### config.mk
export PLATFORM = sky130hd
export DESIGN_NAME = f2f_bit_decoder
export DESIGN_NICKNAME = d
export VERILOG_FILES = /design/src/rtl/f2f_pkg.sv /design/src/rtl/f2f_edge_sync.sv /design/src/rtl/f2f_us_timer.sv /design/src/rtl/f2f_cell_decoder.sv /design/src/rtl/f2f_bit_decoder.sv
export SDC_FILE = /design/constraint.sdc
export NUM_CORES = 1
export LEC_CHECK = 0
export BUFFER_PORTS_ARGS = -buffer_cell sky130_fd_sc_hd__buf_2
export CAP_MARGIN = 10
export CORE_ASPECT_RATIO = 0.8
export CORE_MARGIN = 10
export CORE_UTILIZATION = 61
export CTS_BUF_LIST = sky130_fd_sc_hd__clkbuf_8 sky130_fd_sc_hd__clkbuf_16
export CTS_CLUSTER_DIAMETER = 150
export DETAILED_ROUTE_END_ITERATION = 10
export PLACE_DENSITY_LB_ADDON = 0.2
export SLEW_MARGIN = 20
export SYNTH_ARGS = -nofsm -noshare
export SYNTH_HDL_FRONTEND = slang
export SYNTH_SLANG_ARGS = --single-unit
### constraint.sdc
create_clock -name clk -period 7.36 [get_ports clk]
set_input_delay 1.472 -clock clk [delete_from_list [all_inputs] [get_ports clk]]
set_output_delay 1.472 -clock clk [all_outputs]
set_load 0.02 [all_outputs]
### src/rtl/f2f_pkg.sv
// Package: shared types for the F2F bit decoder.
// Assumes: nothing beyond IEEE 1800-2017.
package f2f_pkg;

    // Decoder phase: waiting for a card, learning the cell length, decoding data
    typedef enum logic [1:0] {
        PH_IDLE = 2'd0,
        PH_LEAD = 2'd1,
        PH_DATA = 2'd2
    } dec_phase_t;

endpackage

### src/rtl/f2f_edge_sync.sv
// Module: f2f_edge_sync
// Brings the asynchronous F2F level into the clock domain through a flop chain.
// Emits a one-cycle pulse on each change of the synchronised level.
// Assumes: the input stays stable for several clock cycles between changes.
module f2f_edge_sync #(
    parameter int SYNC_STAGES = 2
) (
    input  logic clk,
    input  logic rst_n,
    input  logic raw_i,
    output logic toggle_o
);

    logic [SYNC_STAGES-1:0] chain_q;
    logic                   last_q;

    // Synchroniser chain with one flop per stage
    generate
        for (genvar g = 0; g < SYNC_STAGES; g++) begin : g_stage
            if (g == 0) begin : g_first
                always_ff @(posedge clk) begin
                    if (!rst_n) chain_q[0] <= 1'b0;
                    else        chain_q[0] <= raw_i;
                end
            end else begin : g_next
                always_ff @(posedge clk) begin
                    if (!rst_n) chain_q[g] <= 1'b0;
                    else        chain_q[g] <= chain_q[g-1];
                end
            end
        end
    endgenerate

    // Keep the previous synchronised level for edge detection
    always_ff @(posedge clk) begin
        if (!rst_n) last_q <= 1'b0;
        else        last_q <= chain_q[SYNC_STAGES-1];
    end

    // A difference between the current and previous level is a transition
    assign toggle_o = chain_q[SYNC_STAGES-1] ^ last_q;

endmodule

### src/rtl/f2f_us_timer.sv
// Module: f2f_us_timer
// Derives a microsecond tick from the clock and times the start-up delay and the quiet interval.
// ready_o rises STARTUP_US ticks after reset. quiet_o is high once TIMEOUT_US ticks pass with no transition.
// Assumes: CLK_PER_US >= 1, STARTUP_US >= 1, TIMEOUT_US >= 1.
module f2f_us_timer #(
    parameter int CLK_PER_US = 50,
    parameter int STARTUP_US = 10000,
    parameter int TIMEOUT_US = 12500
) (
    input  logic clk,
    input  logic rst_n,
    input  logic toggle_i,
    output logic ready_o,
    output logic quiet_o
);

    localparam int PRE_W = $clog2(CLK_PER_US + 1);
    localparam int STU_W = $clog2(STARTUP_US + 1);
    localparam int TMO_W = $clog2(TIMEOUT_US + 1);

    logic [PRE_W-1:0] pre_q;
    logic [STU_W-1:0] stu_q;
    logic [TMO_W-1:0] tmo_q;
    logic             tick;

    assign tick = (pre_q == PRE_W'(CLK_PER_US - 1));

    // Free-running prescaler from clock cycles to microseconds
    always_ff @(posedge clk) begin
        if (!rst_n)    pre_q <= '0;
        else if (tick) pre_q <= '0;
        else           pre_q <= pre_q + PRE_W'(1);
    end

    // Start-up delay after reset; ready stays high from then on
    always_ff @(posedge clk) begin
        if (!rst_n) begin
            stu_q   <= '0;
            ready_o <= 1'b0;
        end else if (!ready_o && tick) begin
            if (stu_q == STU_W'(STARTUP_US - 1)) ready_o <= 1'b1;
            else                                 stu_q   <= stu_q + STU_W'(1);
        end
    end

    // Microseconds since the last transition, saturating at the timeout
    always_ff @(posedge clk) begin
        if (!rst_n)                                   tmo_q <= '0;
        else if (toggle_i)                            tmo_q <= '0;
        else if (tick && tmo_q != TMO_W'(TIMEOUT_US)) tmo_q <= tmo_q + TMO_W'(1);
    end

    assign quiet_o = (tmo_q == TMO_W'(TIMEOUT_US));

endmodule

### src/rtl/f2f_cell_decoder.sv
// Module: f2f_cell_decoder
// Measures cell lengths, learns the reference from the lead-in and classifies each data cell.
// A cell is 1 if its first transition arrives before 70% of the reference, and 0 otherwise.
// The reference is the floor average of the two previous cell lengths.
// Assumes: toggle_i is already qualified by the start-up delay; lead-in cells are all zeros.
module f2f_cell_decoder
    import f2f_pkg::*;
#(
    parameter int CELL_W     = 16,
    parameter int SKIP_SHORT = 4,
    parameter int SKIP_LONG  = 8
) (
    input  logic clk,
    input  logic rst_n,
    input  logic toggle_i,
    input  logic quiet_i,
    input  logic skip_long_i,
    output logic card_n_o,
    output logic bit_o,
    output logic strobe_o
);

    localparam int SK_W  = $clog2(SKIP_LONG + 1);
    localparam int MUL_W = CELL_W + 4;

    dec_phase_t        phase_q;
    logic [SK_W-1:0]   skip_cnt_q;
    logic [SK_W-1:0]   skip_tgt_q;
    logic [CELL_W-1:0] cell_q;
    logic [CELL_W-1:0] len_prev_q;
    logic [CELL_W-1:0] len_prior_q;
    logic              mid_q;
    logic [CELL_W:0]   len_sum;
    logic [CELL_W-1:0] ref_len;
    logic [MUL_W-1:0]  elapsed_x10;
    logic [MUL_W-1:0]  ref_x7;
    logic              early;
    logic              boundary;

    // Reference length and the 70% comparison done in integers
    always_comb begin
        len_sum     = {1'b0, len_prev_q} + {1'b0, len_prior_q};
        ref_len     = len_sum[CELL_W:1];
        elapsed_x10 = MUL_W'(cell_q) * MUL_W'(10);
        ref_x7      = MUL_W'(ref_len) * MUL_W'(7);
        early       = (elapsed_x10 < ref_x7);
        boundary    = (phase_q != PH_DATA) || mid_q || !early;
    end

    // Cell timer counts clocks since the last cell boundary, saturating
    always_ff @(posedge clk) begin
        if (!rst_n)                       cell_q <= CELL_W'(1);
        else if (toggle_i && boundary)    cell_q <= CELL_W'(1);
        else if (cell_q != '1)            cell_q <= cell_q + CELL_W'(1);
    end

    // Phase sequencing, length history, bit classification and output
    always_ff @(posedge clk) begin
        if (!rst_n) begin
            phase_q     <= PH_IDLE;
            skip_cnt_q  <= '0;
            skip_tgt_q  <= SK_W'(SKIP_SHORT);
            len_prev_q  <= '0;
            len_prior_q <= '0;
            mid_q       <= 1'b0;
            card_n_o    <= 1'b1;
            bit_o       <= 1'b0;
            strobe_o    <= 1'b0;
        end else begin
            strobe_o <= 1'b0;
            if (toggle_i) begin
                unique case (phase_q)
                    PH_IDLE: begin
                        phase_q    <= PH_LEAD;
                        skip_cnt_q <= '0;
                        skip_tgt_q <= skip_long_i ? SK_W'(SKIP_LONG) : SK_W'(SKIP_SHORT);
                        mid_q      <= 1'b0;
                    end
                    PH_LEAD: begin
                        if (skip_cnt_q == skip_tgt_q - SK_W'(1)) begin
                            phase_q     <= PH_DATA;
                            card_n_o    <= 1'b0;
                            len_prev_q  <= cell_q;
                            len_prior_q <= cell_q;
                        end else begin
                            skip_cnt_q <= skip_cnt_q + SK_W'(1);
                        end
                    end
                    PH_DATA: begin
                        if (mid_q || !early) begin
                            bit_o       <= mid_q;
                            strobe_o    <= 1'b1;
                            len_prior_q <= len_prev_q;
                            len_prev_q  <= cell_q;
                            mid_q       <= 1'b0;
                        end else begin
                            mid_q <= 1'b1;
                        end
                    end
                    default: phase_q <= PH_IDLE;
                endcase
            end else if (quiet_i && phase_q != PH_IDLE) begin
                phase_q  <= PH_IDLE;
                card_n_o <= 1'b1;
                mid_q    <= 1'b0;
            end
        end
    end

endmodule

### src/rtl/f2f_bit_decoder.sv
// Module: f2f_bit_decoder (top)
// Decodes a logic-level F2F stream into serial bits with a card-present flag.
// Chain: synchroniser and edge detector, microsecond timer, adaptive cell decoder.
// Assumes: f2f_in is asynchronous and changes no faster than a few clock cycles apart.
module f2f_bit_decoder #(
    parameter int CLK_PER_US  = 50,
    parameter int STARTUP_US  = 10000,
    parameter int TIMEOUT_US  = 12500,
    parameter int CELL_W      = 16,
    parameter int SKIP_SHORT  = 4,
    parameter int SKIP_LONG   = 8,
    parameter int SYNC_STAGES = 2
) (
    input  logic clk,
    input  logic rst_n,
    input  logic f2f_in,
    input  logic skip_long,
    output logic card_present_n,
    output logic bit_out,
    output logic bit_out_n,
    output logic bit_strobe
);

    logic edge_raw;
    logic ready;
    logic quiet;
    logic edge_ok;

    f2f_edge_sync #(
        .SYNC_STAGES(SYNC_STAGES)
    ) sync_i (
        .clk      (clk),
        .rst_n    (rst_n),
        .raw_i    (f2f_in),
        .toggle_o (edge_raw)
    );

    f2f_us_timer #(
        .CLK_PER_US(CLK_PER_US),
        .STARTUP_US(STARTUP_US),
        .TIMEOUT_US(TIMEOUT_US)
    ) timer_i (
        .clk      (clk),
        .rst_n    (rst_n),
        .toggle_i (edge_raw),
        .ready_o  (ready),
        .quiet_o  (quiet)
    );

    // Transitions only count once the start-up delay is over
    assign edge_ok = edge_raw && ready;

    f2f_cell_decoder #(
        .CELL_W    (CELL_W),
        .SKIP_SHORT(SKIP_SHORT),
        .SKIP_LONG (SKIP_LONG)
    ) dec_i (
        .clk         (clk),
        .rst_n       (rst_n),
        .toggle_i    (edge_ok),
        .quiet_i     (quiet),
        .skip_long_i (skip_long),
        .card_n_o    (card_present_n),
        .bit_o       (bit_out),
        .strobe_o    (bit_strobe)
    );

    assign bit_out_n = ~bit_out;

endmodule

# Word level (Yosys, flattened, before mapping)
# Cells that the tools add are included.
totals:
  in_bits: 4
  word_cells: 97
  ff_bits: 100
  output_inout_bits: 4
op_classes:
  n_addsub: 7
  n_lt_le_gt_ge: 1
  reduce_logical: 28
  mux: 21
  eq_ne: 17
  mul: 2
  n_bitwise: 4
ops:
  columns: ["operator", "n"]
  rows:
  - ["16-bit case mux with 2 select lines", 2]
  - ["16-bit 2-to-1 mux", 3]
  - ["16-bit by 3-bit multiplier with 19-bit output (second input constant)", 2]
  - ["14-bit by 1-bit adder with 14-bit output (second input constant)", 2]
  - ["14-bit equality test (second input constant)", 2]
  - ["20-bit by 19-bit less-than comparator with 1-bit output", 1]
  - ["16-bit by 16-bit adder with 17-bit output", 1]
  - ["16-bit by 1-bit adder with 16-bit output (second input constant)", 1]
  - ["16-bit != test (second input constant)", 1]
  - ["3-bit AND reduction", 5]
  - ["14-bit != test (second input constant)", 1]
  - ["2-bit != test (second input constant)", 5]
  - ["1-bit 2-to-1 mux", 8]
  - ["4-bit 2-to-1 mux", 2]
  - ["4-bit case mux with 2 select lines", 1]
  - ["2-bit AND reduction", 4]
  - ["2-bit nonzero test", 4]
  - ["6-bit by 1-bit adder with 6-bit output (second input constant)", 1]
  - ["6-bit equality test (second input constant)", 1]
  - ["2-bit 2-to-1 mux", 3]
  - ["3-bit != test (second input constant)", 2]
  - ["2-bit case mux with 3 select lines", 1]
  - ["2-bit OR reduction", 3]
  - ["1-bit logical AND", 5]
  - ["13 further kinds", 19]

# Depth between registers and ports, before layout
# Gate-level depths: netlist (run 1).
depth:
  ltp_word: 8
  mapped_depth: 31
  mapped_depth_nobuf: 28

# By module
# Synthesis (run 1) repeated with hierarchy kept, for this count alone.
hier_totals:
  cells_unflattened: 945
  area_unflattened_um2: 7782.5
by_module_without_submodules:
  columns: ["mod", "seq_area_each_um2", "cells_each", "area_per_inst_um2", "instances"]
  rows:
  - ["f2f_cell_decoder", 1201.2, 730, 5954.5, 1]
  - ["f2f_us_timer", 700.7, 206, 1729.2, 1]
  - ["f2f_edge_sync", 60.1, 7, 88.8, 1]
  - ["f2f_bit_decoder", 0.0, 2, 10.0, 1]

# Least setup slack after synthesis (run 1)
# OpenSTA, ideal clock, no wires.
synth_path:
  path_type: "reg-to-reg"
  startpoint: "register dec_i.len_prior_q[2]"
  endpoint: "register dec_i.len_prior_q[5]"
  setup_ns: 0.116
  period_less_slack_ns: 5.844
  setup_slack_ns: 1.516
  arrival_ns: 5.728
  stages_incl_launch_ff: 31
  path_buffers: 3
  required_time_ns: 7.244
  path_cell_list: "dfxtp_1 ha_1 a21oi_1 a21boi_0 o21ai_0 a21oi_1 o21ai_0 nand2b_1 xnor2_1 inv_1 fa_1 inv_1 ha_1 or3_1 o211a_1 o21a_1 o21ai_0 a21oi_1 xnor2_1 ha_1 a21o_1 a21o_1 a21oi_1 o22ai_1 nand3b_1 a211o_1 buf_6 and2_4 buf_6 buf_6 o211a_1"
synth_via:
  elab_chain_len: 7
synth_rtl:
  columns: ["item", "line_no", "source"]
  rows:
  - ["start, declared", "f2f_cell_decoder.sv:31", "logic [CELL_W-1:0] len_prior_q;"]
  - ["start signal, assigned", "f2f_cell_decoder.sv:84", "len_prior_q <= cell_q;"]
  - ["start signal, assigned", "f2f_cell_decoder.sv:93", "len_prior_q <= len_prev_q;"]
  - ["16-bit by 16-bit adder with 17-bit output", "f2f_cell_decoder.sv:42", "len_sum = {1'b0, len_prev_q} + {1'b0, len_prior_q};"]
  - ["16-bit by 3-bit multiplier with 19-bit output", "f2f_cell_decoder.sv:45", "ref_x7 = MUL_W'(ref_len) * MUL_W'(7);"]
  - ["20-bit by 19-bit less-than comparator with 1-bit output", "f2f_cell_decoder.sv:46", "early = (elapsed_x10 < ref_x7);"]
  - ["1-bit logical NOT", "f2f_cell_decoder.sv:90", "if (mid_q || !early) begin"]
  - ["1-bit logical OR", "f2f_cell_decoder.sv:90", null]
  - ["2-bit by 1-bit != test with 1-bit output (no line)", null, null]
  - ["4-bit AND reduction (no line)", null, null]
# Every way passes these cells.
# A chain may end at the register's enable or synchronous reset.

# Worst setup path in the final report (run 1)
layout_path:
  startpoint: "register dec_i.len_prev_q[1]"
  endpoint: "register dec_i.cell_q[10]"
layout_via:
  elab_chain_len: 7
layout_rtl:
  columns: ["item", "line_no", "source"]
  rows:
  - ["start, declared", "f2f_cell_decoder.sv:30", "logic [CELL_W-1:0] len_prev_q;"]
  - ["start signal, assigned", "f2f_cell_decoder.sv:83", "len_prev_q <= cell_q;"]
  - ["start signal, assigned", "f2f_cell_decoder.sv:94", "len_prev_q <= cell_q;"]
  - ["16-bit by 16-bit adder with 17-bit output", "f2f_cell_decoder.sv:42", null]
  - ["16-bit by 3-bit multiplier with 19-bit output", "f2f_cell_decoder.sv:45", null]
  - ["20-bit by 19-bit less-than comparator with 1-bit output", "f2f_cell_decoder.sv:46", null]
  - ["1-bit logical NOT", "f2f_cell_decoder.sv:47", "boundary = (phase_q != PH_DATA) || mid_q || !early;"]
  - ["1-bit logical OR", "f2f_cell_decoder.sv:47", null]
  - ["1-bit logical AND", "f2f_cell_decoder.sv:53", "else if (toggle_i && boundary) cell_q <= CELL_W'(1);"]
  - ["2-bit OR reduction (no line)", null, null]
  - ["end signal, assigned", "f2f_cell_decoder.sv:54", "else if (cell_q != '1) cell_q <= cell_q + CELL_W'(1);"]
  - ["end, declared", "f2f_cell_decoder.sv:29", "logic [CELL_W-1:0] cell_q;"]
# Every way passes these cells.

==> run_results.csv, run 1 <==
group,metric,value,unit
floorplanning,dieArea,17000,µm²
placement,numPlacedInstances,1001,
global_routing,grt_overflow,0,
placement,place_congestion,0.884,
cts,cts_root_buf,"clkbuf_16",
critical_path,start_kind,"flip-flop",
flow_run,maxCapViolCount,0,
sta,hold_viol_final,0,
final_layout,finalNetCount,976,
final_layout,nFillCells,973,
sta,finalCritPeriodShare,93.8,%
floorplanning,die_w,143,µm
critical_path,critPathMaxStageDelay,0.65,ns
drt,routed_wl,15.8,mm
global_routing,grt_pass1_wl,27.1,mm
worst_hold_path,hold_class,"flip-flop to flip-flop",
drt,met1_length,7.42,mm
cts,numCtsBuffers,9,
cts,cts-resized-gates,0,
synth,syn_inst,870,
critical_path,crit_path_frequent_cell,"inv_1",
worst_hold_path,worstHoldPathCells,1,
synth,synth-seq-cells,98,
placement,place_area,7540,µm²
drt,avgRoutedWirePerCell,15.5,µm
critical_path,critPathMaxFanout,18,
sta,final_max_slew_viol_count,0,
final_layout,final_cell_count_no_fill,1017,
sta,min_period,6.90,ns
final_layout,diodes,0,
final_layout,syn_to_final_growth,5.47,%
critical_path,crit_required,7.62,ns
drt,routed-wl-met3,565,µm
synth,ys_types,65,
critical_path,critPathTopFamily,"compound AO/OA/AOI/OAI gates",
cts,post_cts_buffers,0,
cts,clk_latency,0.35,ns
floorplanning,rows,35,
critical_path,slowest_stage,"a2111oi_0",
drt,drc,0,
cts,clk_pin_slew,0.07,ns
critical_path,regToRegStartpoint,"dec_i.len_prev_q[1]$_SDFFE_PN0P_",
critical_path,r2r_end,"dec_i.cell_q[10]$_SDFFE_PP0P_",
cts,cts_sinks,98,
final_layout,seq_area,1960,µm²
critical_path,rrSetupSlack,0.46,ns
floorplanning,ioPinCount,8,
pwr,cellLeakagePower,3.71,nW
critical_path,path_buf_inv,3,
sta,tightest_slew,0.889,ns
synth,synthArstFlopShare,0,%
cts,cts_tree,"done",
synth,yosys.area.top_type,"dfxtp_1",
outcome,status,"complete, no violations",
drt,antenna_left,0,
critical_path,worst_ep_arrival_time,7.16,ns
drt,highest_layer,"met4",
drt,firstDrtPassIters,5,
final_layout,fin_area,7840,µm²
synth,seq_area_frac_synth,26.4,%
synth,ys_top_cells_by_area,"dfxtp_1 26%, ha_1 16%, mux2i_1 5.1%, xor2_1 5.1%, xnor2_1 4.6%",
global_routing,gr-usage-all-layers,18.7,%
synth,yosysTopAreaCellShare,26.4,%
drt,drt-initial-drc-count,358,
floorplanning,die_h,119,µm
critical_path,crit_chain,"inv_1, fa_1, nor2b_1, o31a_1, o2111ai_1, a31oi_1, nor2_1, o21a_1, xnor2_1, inv_1, fa_1, inv_1, ha_1, a2111oi_0, and2_1, a221o_1, xnor2_1, ha_1, a21o_1, a211oi_1, nand3b_1, a211o_1, a21bo_1, nor3_1",
worst_hold_path,hold_end,"sync_i.chain_q[1]$_SDFF_PN0_",
sta,skew,0.00850,ns
synth,synth_warnings,0,
global_routing,grt_max_degree,82,
synth,synth_enable_flop_cells,0,
critical_path,worstSetupEndpointType,"flip-flop",
synth,avgSynthCellArea,8.55,µm²
placement,portBuffers,7,
cts,htreeDepth,3,
final_layout,drive_above_1_share,4.26,%
synth,synth_area,7440,µm²
critical_path,worstSetupPathType,"flip-flop to flip-flop",
synth,synth_flop_cell,"dfxtp_1",
sta,timing.fmax,145,MHz
drt,vias,5985,
final_layout,multi_input_area,5160,µm²
critical_path,r2r_cells,24,
floorplanning,core,11700,µm²
global_routing,antenna_found_initial,0,
drt,drt-vias-per-instance,5.88,
placement,hpwl,12.1,mm
sta,grt_setup_unrepaired,"false",
global_routing,grt_pass1_vias,5943,
drt,met2_length,7.67,mm
pwr,power.density,136,nW/µm²
sta,fin_hold_ws,0.448,ns
floorplanning,initial_core_util,63.4,%
sta,slew_headroom,40.3,%
cts,cts_buffer_depth,2,
synth,synthesis.nets,982,
cts,ctsHoldBuffers,0,
pwr,vdd_drop_max,0.000112,V
worst_hold_path,hold_start,"sync_i.chain_q[0]$_SDFF_PN0_",
sta,fin_setup_tns,0,ns
sta,finalSetupViolCount,0,
[worst reg2reg max path, delay by kind of cell (launching register included)]
kind                       cells  cell delay (ns)
xor gates and xnor gates       2             0.47
buffers and inverters          3             0.30
DFF                            1             0.38
AOI/OAI and AO/OA             10             3.21
and+or+nand+nor                5             0.95
adders and majority gates      4             1.50
[cell families after synthesis]
group,Yosys count,synth area share (%)
simple gates,315,20.6
compound gates,153,14.2
fa+ha+maj,108,19.4
flops,98,26.4
xor+xnor,83,9.88
buf+inv,74,4.26
mux,39,5.32
[final cells by class]
type | instances | area share, %
Inverter | 48 | 2.30
Multi-Input combinational cell | 698 | 65.8
Clock buffer | 10 | 3.05
Tap cell | 148 | 2.36
Clock inverter | 6 | 0.845
Sequential cell | 98 | 25.0
Timing Repair Buffer | 9 | 0.638
[layer usage]
layer,up-vias,track usage (%)
met5,-,0
met4,0,3.82
met3,18,4.24
met2,107,31.7
met1,2846,23.5
li1,3014,-
[placed cells by master, fill, tap and decap left out, drive strengths merged, types with 21 or more instances in the layout]
master,synthesis,final
a21o,21,21
a21oi,37,37
and2,27,27
dfxtp,98,98
ha,96,96
inv,48,48
mux2i,38,38
nand2,89,89
nand3,39,39
nor2,78,78
o21ai,30,30
xnor2,39,39
xor2,44,44
[power by group]
part	leakage (nW)	switching, W	internal (W)	total, W
registers	0.791	0.00000705	0.000534	0.000541
clock network	0.141	0.000204	0.000273	0.000476
logic	2.78	0.0000317	0.0000209	0.0000526
total	3.71	0.000242	0.000827	0.00107
[metrics by stage]
step	worst slack, ns	power [W]	util, %
3_3_place_gp	0.854	0.000603	64.2
2_1_floorplan	1.52	0.000589	-
4_1_cts	0.599	0.00108	66.8
5_1_grt	0.0979	0.00111	66.8
3_5_place_dp	0.662	0.000605	64.2
6_report	0.456	0.00107	66.8
[Yosys cell counts, types with 6 or more instances]
| cell type | number |
|---|---|
| a21boi_0 | 7 |
| a21o_1 | 21 |
| a21oi_1 | 37 |
| and2_1 | 26 |
| and3_1 | 7 |
| clkbuf_1 | 17 |
| dfxtp_1 | 98 |
| fa_1 | 12 |
| ha_1 | 96 |
| inv_1 | 48 |
| mux2i_1 | 38 |
| nand2_1 | 89 |
| nand2b_1 | 13 |
| nand3_1 | 39 |
| nand4_1 | 16 |
| nor2_1 | 78 |
| nor2b_1 | 9 |
| nor3_1 | 12 |
| o211a_1 | 17 |
| o21a_1 | 6 |
| o21ai_0 | 29 |
| or3_1 | 7 |
| xnor2_1 | 39 |
| xor2_1 | 43 |
[flip-flops by register name (all words and copies together) (netlist names), 2 cells and up]
signal	cells
dec_i.cell_q	16
dec_i.phase_q	2
dec_i.skip_tgt_q	2
timer_i.tmo_q	14
timer_i.stu_q	14
sync_i.chain_q	2
timer_i.pre_q	6
dec_i.skip_cnt_q	4
dec_i.len_prior_q	16
dec_i.len_prev_q	16
[how the worst max path moves through the flow]
stage / from / endpoint / slack, ns / depth (start not counted)
2_1_floorplan: dec_i.len_prior_q[2]$_SDFFE_PN0P_ / dec_i.len_prior_q[5]$_SDFFE_PN0P_ / 1.52 / 30
3_3_place_gp: dec_i.len_prior_q[2]$_SDFFE_PN0P_ / dec_i.cell_q[0]$_SDFFE_PP1P_ / 0.85 / 27
3_5_place_dp: dec_i.len_prev_q[1]$_SDFFE_PN0P_ / dec_i.cell_q[0]$_SDFFE_PP1P_ / 0.66 / 24
4_1_cts: dec_i.len_prev_q[1]$_SDFFE_PN0P_ / dec_i.cell_q[10]$_SDFFE_PP0P_ / 0.60 / 24
5_1_grt: dec_i.len_prev_q[1]$_SDFFE_PN0P_ / dec_i.len_prev_q[4]$_SDFFE_PN0P_ / 0.1 / 23
6_report: dec_i.len_prev_q[1]$_SDFFE_PN0P_ / dec_i.cell_q[10]$_SDFFE_PP0P_ / 0.46 / 24
(Power assumes the default switching activity.)
==> run 2: changes to the inputs <==
--- a/config.mk
+++ b/config.mk
@@ -9,7 +9,7 @@
 export CAP_MARGIN = 10
 export CORE_ASPECT_RATIO = 0.8
 export CORE_MARGIN = 10
-export CORE_UTILIZATION = 61
+export CORE_UTILIZATION = 59
 export CTS_BUF_LIST = sky130_fd_sc_hd__clkbuf_8 sky130_fd_sc_hd__clkbuf_16
 export CTS_CLUSTER_DIAMETER = 150
 export DETAILED_ROUTE_END_ITERATION = 10
==> run 2 against run 1 <==
Via count decreased by 0.18%. Maximum frequency increased by 3.0%. Core utilization decreased by 2.5 points. Worst hold slack got worse by 0.011 ns. Power increased by 0.17%. Critical path depth unchanged. Final area increased by 0.51%. Critical path type unchanged.
==> run_results.csv, run 2 (same netlist as run 1, synthesis figures left out) <==
group,metric,value,unit
outcome,status,"complete, no violations",
global_routing,grt_pass1_wl,26.7,mm
critical_path,worst_ep_arrival_time,6.96,ns
floorplanning,die_h,120,µm
sta,fin_setup_tns,0,ns
drt,drt-initial-drc-count,282,
cts,clk_latency,0.35,ns
critical_path,crit_required,7.62,ns
final_layout,reg_top3,"dec_i.cell_q (16), dec_i.len_prev_q (16), dec_i.len_prior_q (16)",
critical_path,r2r_end,"dec_i.cell_q[2]$_SDFFE_PP0P_",
floorplanning,dieArea,17500,µm²
placement,portBuffers,7,
sta,skew,0.00631,ns
final_layout,layout_common_cells,"98 x dfxtp_1, 96 x ha_1, 89 x nand2_1",
sta,slew_headroom,45.5,%
final_layout,nFillCells,1031,
critical_path,crit_chain,"inv_1, fa_1, nor2b_1, o31a_1, o2111ai_1, a31oi_1, nor2_1, o21a_1, xnor2_1, inv_1, fa_1, inv_1, ha_1, a2111oi_0, and2_1, a221o_1, xnor2_1, ha_1, a21o_1, a211oi_1, nand3b_1, a211o_1, a21bo_1, nor3_1",
worst_hold_path,hold_start,"sync_i.chain_q[0]$_SDFF_PN0_",
cts,numCtsBuffers,9,
drt,drc,0,
floorplanning,rows,36,
critical_path,critPathMaxStageDelay,0.59,ns
placement,hpwl,11.8,mm
placement,place_congestion,0.859,
flow_run,maxCapViolCount,0,
final_layout,final_common_cell,"dfxtp_1",
placement,dp_slack,0.617,ns
sta,tightest_slew,0.811,ns
final_layout,drive_above_1_share,4.14,%
global_routing,antenna_found_initial,0,
critical_path,slowest_stage,"a2111oi_0",
final_layout,seq_area,1960,µm²
sta,finalSetupViolCount,0,
critical_path,worstSetupEndpointType,"flip-flop",
cts,cts_root_buf,"clkbuf_16",
drt,drt-vias-per-instance,5.74,
cts,htreeDepth,3,
floorplanning,initial_core_util,60.7,%
critical_path,crit_path_frequent_cell,"inv_1",
sta,grt_setup_unrepaired,"false",
global_routing,gr-usage-all-layers,17.7,%
global_routing,grt_pass1_vias,5917,
pwr,cellLeakagePower,3.72,nW
drt,avgRoutedWirePerCell,14.9,µm
pwr,vdd_drop_max,0.000125,V
cts,cts_tree,"done",
critical_path,critPathMaxFanout,18,
floorplanning,die_w,146,µm
drt,firstDrtPassIters,7,
worst_hold_path,hold_class,"flip-flop to flip-flop",
drt,vias,5974,
final_layout,diodes,0,
pwr,power.density,136,nW/µm²
sta,layout_setup_ws,0.654,ns
sta,timing.fmax,149,MHz
sta,hold_viol_final,0,
drt,routed_wl,15.5,mm
final_layout,finalNetCount,977,
critical_path,rrSetupSlack,0.65,ns
final_layout,multi_input_area,5160,µm²
sta,finalCritPeriodShare,91.1,%
floorplanning,core,12300,µm²
sta,min_period,6.71,ns
critical_path,r2r_cells,24,
floorplanning,ioPinCount,8,
critical_path,start_kind,"flip-flop",
worst_hold_path,worstHoldPathCells,1,
cts,post_cts_buffers,0,
cts,cts_buffer_depth,2,
drt,antenna_left,0,
critical_path,regToRegStartpoint,"dec_i.len_prior_q[1]$_SDFFE_PN0P_",
final_layout,syn_to_final_growth,6.01,%
worst_hold_path,hold_end,"sync_i.chain_q[1]$_SDFF_PN0_",
global_routing,grt_overflow,0,
cts,cts_sinks,98,
cts,clk_pin_slew,0.06,ns
global_routing,grt_max_degree,82,
sta,final_max_slew_viol_count,0,
critical_path,worstSetupPathType,"flip-flop to flip-flop",
==> run 2: changes by cell type in the layout (fill, tap and decap cells not counted) <==
cell,delta
buf_8,+1
clkbuf_8,+1
clkinvlp_4,-2
ha_1,+1
ha_2,-1
o21ai_0,-1
o21ai_1,+1
==> run 2: cell type report <==
class,instances,area share [%]
multi-input combinational,698,65.4
inverter,48,2.29
clock buffer,11,3.21
clock inverter,4,0.651
sequential,98,24.9
tap,171,2.71
timing repair buffer,10,0.825
==> run 2: timing repair <==
action,in CTS,in global routing
resized for setup,0,1
endpoints found under the setup margin,0,6
hold buffers,0,0
==> run 2: how the worst max path moves through the flow <==
stage | startpoint | to | slack, ns | cells past startpoint
after floorplan | dec_i.len_prior_q[2]$_SDFFE_PN0P_ | dec_i.len_prior_q[5]$_SDFFE_PN0P_ | 1.52 | 30
final | dec_i.len_prior_q[1]$_SDFFE_PN0P_ | dec_i.cell_q[2]$_SDFFE_PP0P_ | 0.65 | 24
after global placement | dec_i.len_prior_q[2]$_SDFFE_PN0P_ | dec_i.cell_q[0]$_SDFFE_PP1P_ | 0.84 | 27
after CTS | dec_i.len_prior_q[2]$_SDFFE_PN0P_ | dec_i.cell_q[2]$_SDFFE_PP0P_ | 0.58 | 27
after detailed placement | dec_i.len_prior_q[2]$_SDFFE_PN0P_ | dec_i.cell_q[2]$_SDFFE_PP0P_ | 0.62 | 27
after global routing | dec_i.len_prior_q[1]$_SDFFE_PN0P_ | dec_i.len_prev_q[13]$_SDFFE_PN0P_ | 0.07 | 23
==> run 2: report_power, final <==
group          internal [W]  switching (W)  leakage (nW)
clock              0.000280       0.000198         0.148
combinational     0.0000208      0.0000312          2.78
sequential         0.000534     0.00000727         0.791
total              0.000835       0.000237          3.72
==> run 2: worst max-delay path: cells and delay by family, from the launching register on <==
family | cells | cell delay [ns]
AO/OA/AOI/OAI | 10 | 3.04
AND/OR/NAND/NOR | 5 | 0.94
XOR/XNOR | 2 | 0.47
buffers and inverters | 3 | 0.28
adder cells (fa/ha/maj) | 4 | 1.52
flip-flops | 1 | 0.36
==> run 2: through the flow <==
stage / utilization (%) / area [µm²] / total power, W / hold WS (ns) / cells
floorplan: - / 7440 / 0.000589 / 0.412 / 870
global placement: 61.7 / 7560 / 0.000603 / 0.418 / 1024
detailed placement: 61.7 / 7560 / 0.000605 / 0.428 / 1024
CTS: 64.2 / 7870 / 0.00108 / 0.444 / 1039
global route: 64.3 / 7880 / 0.00111 / 0.452 / 1040
finish: 64.3 / 7880 / 0.00107 / 0.437 / 1040
==> run 2: layer usage <==
layer,GRT usage [%],routed length [µm],up-vias,part of all wire (%)
li1,-,-,3021,-
met3,3.88,561,10,3.6
met1,22.0,7400,2845,48
met4,4.04,137,0,0.89
met2,30.8,7350,98,48
met5,0,0,-,0
